### config.mk
export PLATFORM = sky130hd
export DESIGN_NAME = prio_vec_intc
export DESIGN_NICKNAME = d
export VERILOG_FILES = /design/src/rtl/pvic_pkg.sv /design/src/rtl/pvic_sync.sv /design/src/rtl/pvic_arbiter.sv /design/src/rtl/pvic_nest.sv /design/src/rtl/prio_vec_intc.sv
export SDC_FILE = /design/constraint.sdc
export NUM_CORES = 1
export LEC_CHECK = 0
export ABC_CLOCK_PERIOD_IN_PS = 1800
export BUFFER_PORTS_ARGS = -buffer_cell sky130_fd_sc_hd__buf_2
export CAP_MARGIN = 10
export CELL_PAD_IN_SITES_DETAIL_PLACEMENT = 2
export CELL_PAD_IN_SITES_GLOBAL_PLACEMENT = 2
export CORE_MARGIN = 2
export CORE_UTILIZATION = 30
export CTS_CLUSTER_SIZE = 14
export DETAILED_ROUTE_END_ITERATION = 6
export PLACE_DENSITY = 0.84
export SETUP_SLACK_MARGIN = 0.5
export SYNTH_ARGS = -nofsm -noshare
export SYNTH_HDL_FRONTEND = slang
export SYNTH_SLANG_ARGS = --single-unit
export TNS_END_PERCENT = 50
### constraint.sdc
create_clock -name clk -period 1.8 [get_ports clk]
set_input_delay 0.27 -clock clk [delete_from_list [all_inputs] [get_ports clk]]
set_output_delay 0.27 -clock clk [all_outputs]
set_load 0.01 [all_outputs]
### src/rtl/pvic_pkg.sv
package pvic_pkg;
    typedef enum logic [2:0] {
        S_IDLE,
        S_REQ,
        S_VEC,
        S_DISP,
        S_BERR
    } pvic_state_e;
endpackage

### src/rtl/pvic_sync.sv
module pvic_sync #(
    parameter int W = 5
) (
    input  logic         clk,
    input  logic         rst_n,
    input  logic [W-1:0] d,
    output logic [W-1:0] q
);
    always_ff @(posedge clk or negedge rst_n) begin
        if (!rst_n) q <= '0;
        else        q <= d;
    end
endmodule

### src/rtl/pvic_arbiter.sv
module pvic_arbiter #(
    parameter int NSRC = 4,
    parameter int PW   = 3,
    parameter int IW   = 3
) (
    input  logic [NSRC-1:0] req,
    input  logic            nmi,
    input  logic            en,
    input  logic [PW-1:0]   cur_prio,
    output logic            eligible,
    output logic [IW-1:0]   win_id,
    output logic [PW-1:0]   win_prio
);
    logic found;

    always_comb begin
        found    = 1'b0;
        win_id   = '0;
        win_prio = '0;
        if (nmi) begin
            found    = 1'b1;
            win_id   = IW'(NSRC);
            win_prio = PW'(NSRC + 1);
        end else begin
            // ascending scan: the last hit is the highest priority
            for (int i = 0; i < NSRC; i++) begin
                if (req[i] && en) begin
                    found    = 1'b1;
                    win_id   = IW'(i);
                    win_prio = PW'(i + 1);
                end
            end
        end
        eligible = found && (win_prio > cur_prio);
    end
endmodule

### src/rtl/pvic_nest.sv
module pvic_nest #(
    parameter int NSRC = 4,
    parameter int PW   = 3
) (
    input  logic               clk,
    input  logic               rst_n,
    input  logic               push,
    input  logic [PW-1:0]      new_prio,
    input  logic               pop,
    output logic [PW-1:0]      cur_prio,
    output logic [NSRC:0]      latch,
    output logic               ovf
);
    localparam int LEVELS = NSRC + 1;
    localparam int SPW    = $clog2(LEVELS + 1);

    logic [PW-1:0]  stk [LEVELS];
    logic [SPW-1:0] sp;
    logic           full;

    assign full = (sp == SPW'(LEVELS));

    always_ff @(posedge clk or negedge rst_n) begin
        if (!rst_n) begin
            sp       <= '0;
            cur_prio <= '0;
            latch    <= '0;
            ovf      <= 1'b0;
            for (int i = 0; i < LEVELS; i++) stk[i] <= '0;
        end else if (push) begin
            if (full) begin
                ovf <= 1'b1;
            end else begin
                stk[sp]  <= cur_prio;
                sp       <= sp + 1'b1;
                cur_prio <= new_prio;
                latch    <= latch | (LEVELS'(1) << (new_prio - 1'b1));
            end
        end else if (pop && sp != '0) begin
            sp       <= sp - 1'b1;
            cur_prio <= stk[sp - 1'b1];
            latch    <= latch & ~(LEVELS'(1) << (cur_prio - 1'b1));
        end
    end

    // legal nesting never fills past one entry per level
    p_no_overflow_r9: assert property (@(posedge clk) disable iff (!rst_n)
        !ovf);

    // a pop into a non-empty stack strictly lowers the priority
    p_pop_lowers_r8: assert property (@(posedge clk) disable iff (!rst_n)
        (pop && !push && sp != '0) |=> (cur_prio < $past(cur_prio)));

    // a push adds exactly one in-service bit
    p_push_latch_r7: assert property (@(posedge clk) disable iff (!rst_n)
        (push && !full) |=> ($countones(latch) == $past($countones(latch)) + 1));
endmodule

### src/rtl/prio_vec_intc.sv
module prio_vec_intc
    import pvic_pkg::*;
#(
    parameter int NSRC    = 4,
    parameter int VEC_W   = 8,
    parameter int ADDR_W  = 16,
    parameter int TIMEOUT = 6,
    localparam int PW     = $clog2(NSRC + 2)
) (
    input  logic              clk,
    input  logic              rst_n,
    input  logic [NSRC-1:0]   irq_req,
    input  logic              nmi_req,
    input  logic              glb_en,
    input  logic              insn_start,
    input  logic              cpu_ack,
    input  logic              rti,
    input  logic [ADDR_W-1:0] vec_base,
    input  logic [VEC_W-1:0]  dev_vec,
    input  logic              dev_vec_valid,
    output logic              cpu_irq,
    output logic [NSRC:0]     dev_ack,
    output logic              handler_valid,
    output logic [ADDR_W-1:0] handler_addr,
    output logic              bus_err,
    output logic [PW-1:0]     cur_prio,
    output logic [NSRC:0]     isr_latch,
    output logic              nest_ovf
);
    localparam int IW = $clog2(NSRC + 1);
    localparam int TW = $clog2(TIMEOUT + 1);

    pvic_state_e       state, state_nx;
    logic [NSRC:0]     sync_q;
    logic              eligible;
    logic [IW-1:0]     arb_id, win_id_q;
    logic [PW-1:0]     arb_prio, win_prio_q;
    logic [TW-1:0]     timer;
    logic [ADDR_W-1:0] addr_q;
    logic              push, pop;

    pvic_sync #(.W(NSRC + 1)) u_sync (
        .clk   (clk),
        .rst_n (rst_n),
        .d     ({nmi_req, irq_req}),
        .q     (sync_q)
    );

    pvic_arbiter #(.NSRC(NSRC), .PW(PW), .IW(IW)) u_arb (
        .req      (sync_q[NSRC-1:0]),
        .nmi      (sync_q[NSRC]),
        .en       (glb_en),
        .cur_prio (cur_prio),
        .eligible (eligible),
        .win_id   (arb_id),
        .win_prio (arb_prio)
    );

    assign push = (state == S_DISP);
    assign pop  = rti && (state == S_IDLE);

    pvic_nest #(.NSRC(NSRC), .PW(PW)) u_nest (
        .clk      (clk),
        .rst_n    (rst_n),
        .push     (push),
        .new_prio (win_prio_q),
        .pop      (pop),
        .cur_prio (cur_prio),
        .latch    (isr_latch),
        .ovf      (nest_ovf)
    );

    // state register
    always_ff @(posedge clk or negedge rst_n) begin
        if (!rst_n) state <= S_IDLE;
        else        state <= state_nx;
    end

    // next state
    always_comb begin
        state_nx = state;
        unique case (state)
            S_IDLE: if (insn_start && eligible) state_nx = S_REQ;
            S_REQ:  if (cpu_ack) state_nx = S_VEC;
            S_VEC: begin
                if (dev_vec_valid)                    state_nx = S_DISP;
                else if (timer == TW'(TIMEOUT - 1))   state_nx = S_BERR;
            end
            S_DISP: state_nx = S_IDLE;
            S_BERR: state_nx = S_IDLE;
            default: state_nx = S_IDLE;
        endcase
    end

    // datapath registers
    always_ff @(posedge clk or negedge rst_n) begin
        if (!rst_n) begin
            win_id_q   <= '0;
            win_prio_q <= '0;
            timer      <= '0;
            addr_q     <= '0;
        end else begin
            if (state == S_IDLE && insn_start && eligible) begin
                win_id_q   <= arb_id;
                win_prio_q <= arb_prio;
            end
            if (state == S_VEC) timer <= timer + 1'b1;
            else                timer <= '0;
            if (state == S_VEC && dev_vec_valid)
                addr_q <= vec_base + (ADDR_W'(dev_vec) << 2);
        end
    end

    // outputs
    always_comb begin
        cpu_irq       = 1'b0;
        dev_ack       = '0;
        handler_valid = 1'b0;
        bus_err       = 1'b0;
        unique case (state)
            S_IDLE: ;
            S_REQ:  cpu_irq = 1'b1;
            S_VEC:  dev_ack = (NSRC + 1)'(1) << win_id_q;
            S_DISP: handler_valid = 1'b1;
            S_BERR: bus_err = 1'b1;
            default: ;
        endcase
    end
    assign handler_addr = addr_q;

    // at most one device acknowledged
    p_ack_onehot_r3: assert property (@(posedge clk) disable iff (!rst_n)
        $onehot0(dev_ack));

    // no recognition off an instruction boundary
    p_gate_insn_r1: assert property (@(posedge clk) disable iff (!rst_n)
        (state == S_IDLE && !insn_start) |=> (state == S_IDLE));

    // an ineligible winner leaves the block idle
    p_strict_prio_r2: assert property (@(posedge clk) disable iff (!rst_n)
        (state == S_IDLE && !eligible) |=> (state == S_IDLE));

    // the non-maskable line is taken whatever the enable
    p_nmi_unmasked_r4: assert property (@(posedge clk) disable iff (!rst_n)
        (state == S_IDLE && insn_start && sync_q[NSRC] && cur_prio != PW'(NSRC + 1))
        |=> (state == S_REQ));

    // a timeout neither pushes nor latches
    p_berr_stable_r6: assert property (@(posedge clk) disable iff (!rst_n)
        (state == S_BERR) |=> ($stable(cur_prio) && $stable(isr_latch)));

    // dispatch raises the priority in service
    p_disp_raise_r7: assert property (@(posedge clk) disable iff (!rst_n)
        (state == S_DISP) |=> (cur_prio > $past(cur_prio)));
endmodule

==> impl_metrics.env <==
export IMPL_min_path_type="input pin to flop"
export IMPL_wl_per_cell_microns=22.5
export IMPL_r2r_end="win_id_q[0]"
export IMPL_instances_no_fill=577
export IMPL_numCtsBuffers=9
export IMPL_root_buffer="clkbuf_8"
export IMPL_drt_total_wl_mm=13.0
export IMPL_cap_violations=0
export IMPL_max_freq_ghz=0.489
export IMPL_regArea_sq_um=1510
export IMPL_nNetsFinal=492
export IMPL_grt_max_degree=61
export IMPL_setup_ws_ps=-243
export IMPL_ys_types=48
export IMPL_multiInputGateArea_sq_um=2150
export IMPL_crit_path_end="win_id_q[0]"
export IMPL_grt_pass1_vias=3401
export IMPL_design_power_total_w=0.00765
export IMPL_slew_viol_final=0
export IMPL_grt_use_met1_pct=24.6
export IMPL_drt_iter0_drc=69
export IMPL_rr_startpoint="u_sync.q[1]"
export IMPL_pwr_share_seq_pct=31.5
export IMPL_placementRows=37
export IMPL_first_pass_iters=4
export IMPL_pin_count=69
export IMPL_pwr_share_comb_pct=51.1
export IMPL_preCtsSetupSlack_ps=-448
export IMPL_synthArstFlopShare_pct=100
export IMPL_path_clk_slew_ps=70
export IMPL_path_class="flop to flop"
export IMPL_use_met3_pct=4.90
export IMPL_p_int_w=0.00446
export IMPL_netlist_top_cells_count="dfrtp_1 (60), nand2_1 (36), o21ai_0 (36)"
export IMPL_htree_levels=3
export IMPL_swShare_pct=41.7
export IMPL_vdd_drop_max_mv=0.525
export IMPL_period_share_pct=114
export IMPL_routed_via_density=5.23
export IMPL_layout_drive_gt1_share_pct=53.5
export IMPL_dp_hpwl_mm=7.36
export IMPL_gp_congestion=0.785
export IMPL_critPathArrivalTime_ps=2290
export IMPL_ys_flop_type="dfrtp_1"
export IMPL_cts_buffer_depth=2
export IMPL_dp_cells=534
export IMPL_crit_fanout=4
export IMPL_yosysTopAreaCell="dfrtp_1"
export IMPL_avgSynthCellArea_sq_um=9.94
export IMPL_synth_most_common_cell="dfrtp_1"
export IMPL_powerDensity_nw_per_um2=1540
export IMPL_p_leak_nw=2.15
export IMPL_worst_pin_slew_ps=413
export IMPL_drc=0
export IMPL_syn_nets=369
export IMPL_coreArea_sq_um=10200
export IMPL_synth_cell_area_sq_um=3130
export IMPL_worstPathRequired_ps=2050
export IMPL_relSlewSlack_pct=72.2
export IMPL_grt_busiest_layer="met2"
export IMPL_crit_start="u_sync.q[1]"
export IMPL_antenna_found_initial=0
export IMPL_violations="negative setup slack"
export IMPL_die_h_microns=106
export IMPL_fin_skew_ps=10.5
export IMPL_cts_num_sinks=60
export IMPL_die_area_sq_um=11300
export IMPL_diodes=0
export IMPL_synth_top_area_share_pct=48.0
export IMPL_status="finished with violations"
export IMPL_final_hold_viol_count=0
export IMPL_fill_cells=1040
export IMPL_rsz0062_at_grt="true"
export IMPL_clk_latency_ps=350
export IMPL_min_period_ps=2040
export IMPL_switchingPower_w=0.00319
export IMPL_synth_warnings=0
export IMPL_synth_ff_latch_count=60
export IMPL_io_buffers=68
export IMPL_area_growth_pct=59.1
export IMPL_start_util_pct=30.6
export IMPL_end_kind="flop"
export IMPL_hp_start="irq_req[3]"
export IMPL_setup_violations_final=10
export IMPL_grt_pass1_wl_mm=18.7
export IMPL_setup_worst_path_start_class="flop"
export IMPL_rrSetupSlack_ps=-240
export IMPL_ys_seq_area_share_pct=48.0
export IMPL_fp_dieW_microns=106
export IMPL_synthCells=315
export IMPL_synth_area_leaders="dfrtp_1 (48%), ha_1 (6.8%), o21ai_0 (5.8%)"
export IMPL_vias=3015
export IMPL_grt_overflow_total=0
export IMPL_grtUsageTotal_pct=21.7
export IMPL_ant_nets=0
export IMPL_synth_edf_count=0
export IMPL_grt_use_met2_pct=40.2
export IMPL_clkPwrFrac_pct=17.4
export IMPL_cts_tree="done"
export IMPL_rr_worst_depth=10
-- cell families after synthesis --
family          count (synthesis)  synth area share (%)
fa+ha+maj                      18                  7.43
flops                          60                  48.0
simple gates                  100                  15.8
xor+xnor                       15                  4.20
mux                            12                  5.36
buf+inv                        21                  2.72
compound gates                 89                  16.5
-- per-layer routing --
metal  wire (microns)  up-vias  part of all wire [%]
met4              286        0                   2.2
li1                 -     1360                     -
met3              515       20                   4.0
met1             4960     1546                    38
met2             7230       89                    56
met5                0        -                     0
-- power by group through the flow --
stage	Clock, W	Sequential, W	Combinational (W)
finish	0.00133	0.00241	0.00391
detailed placement	0	0.00227	0.00255
CTS	0.00134	0.00233	0.00323
global route	0.00142	0.00247	0.00420
floorplan	0	0.00228	0.00151
global placement	0	0.00222	0.00239
-- layout by cell type, fill, tap and decap left out, types with 3 or more instances in the layout --
cell type / instances
a31oi_1: 4
nand2_1: 28
nand3b_1: 4
nand3_4: 6
buf_2: 62
nand2_2: 4
o21ai_0: 10
buf_4: 26
nor2_4: 5
a21oi_1: 11
nand2_4: 3
o21ai_1: 20
mux4_2: 3
mux2_4: 5
o21ai_2: 9
ha_1: 4
a21oi_2: 8
dfrtp_1: 55
nor2_1: 14
dfrtp_2: 5
nand2b_1: 4
nand3_1: 5
o211ai_1: 4
ha_4: 11
inv_2: 4
nor3_4: 3
clkbuf_8: 13
a21o_1: 4
xnor2_1: 3
buf_6: 28
inv_1: 6
mux2_2: 3
nor2b_1: 3
xor2_1: 10
o22ai_1: 3
-- critical path: stages (launching register included) --
cell and delay [ps]:
dfrtp_1 410, buf_6 130, o21ai_4 150, nor2_4 70
ha_4 280, a21o_1 130, a21oi_2 80, nor3_4 210
buf_6 160, buf_6 90, mux2i_1 240
-- what timing repair did --
| action | 4_1_cts | 5_1_grt |
|---|---|---|
| pin swaps | 38 | 18 |
| gates resized for setup | 116 | 42 |
| setup endpoints to repair | 59 | 61 |
| gates cloned | 1 | 0 |
| hold buffers | 1 | 0 |
| endpoints found under the hold margin | 60 | 0 |
| setup buffers | 13 | 14 |
-- worst min path at each step --
stage	depth (start not counted)	slack (ps)	end
after floorplan	0	-30	handler_addr[0]
after global placement	2	310	u_nest.latch[1]
after detailed placement	2	310	u_nest.latch[2]
after CTS	1	20	u_sync.q[0]
after global routing	1	8	u_sync.q[3]
final	1	30	u_sync.q[3]
-- registers in the layout (all words and copies together), names as in the netlist --
register / count
u_nest.ovf: 1
u_nest.stk: 15
handler_addr: 16
timer: 3
u_sync.q: 5
u_nest.cur_prio: 3
win_prio_q: 3
state: 3
win_id_q: 3
u_nest.sp: 3
u_nest.latch: 5
-- stage by stage --
| step | hold slack [ps] | cell area (sq um) | setup TNS, ps | util (%) |
|---|---|---|---|---|
| finish | 25.6 | 4980 | -1680 | 48.7 |
| global route | 7.55 | 4980 | -2460 | 48.7 |
| CTS | 18.2 | 4700 | -1240 | 45.9 |
| detailed placement | 314 | 3930 | -2980 | 38.4 |
| global placement | 309 | 3930 | -927 | 38.4 |
| floorplan | -25.6 | 3270 | -352 | - |
-- layout make-up --
cell class,count,share of cell area (%)
Clock buffer,13,3.59
Clock inverter,1,0.603
Inverter,14,1.38
Multi-Input combinational cell,234,43.2
Sequential cell,60,30.3
Tap cell,136,3.42
Timing Repair Buffer,119,17.5
No activity file was read; power rests on OpenSTA's default activity.
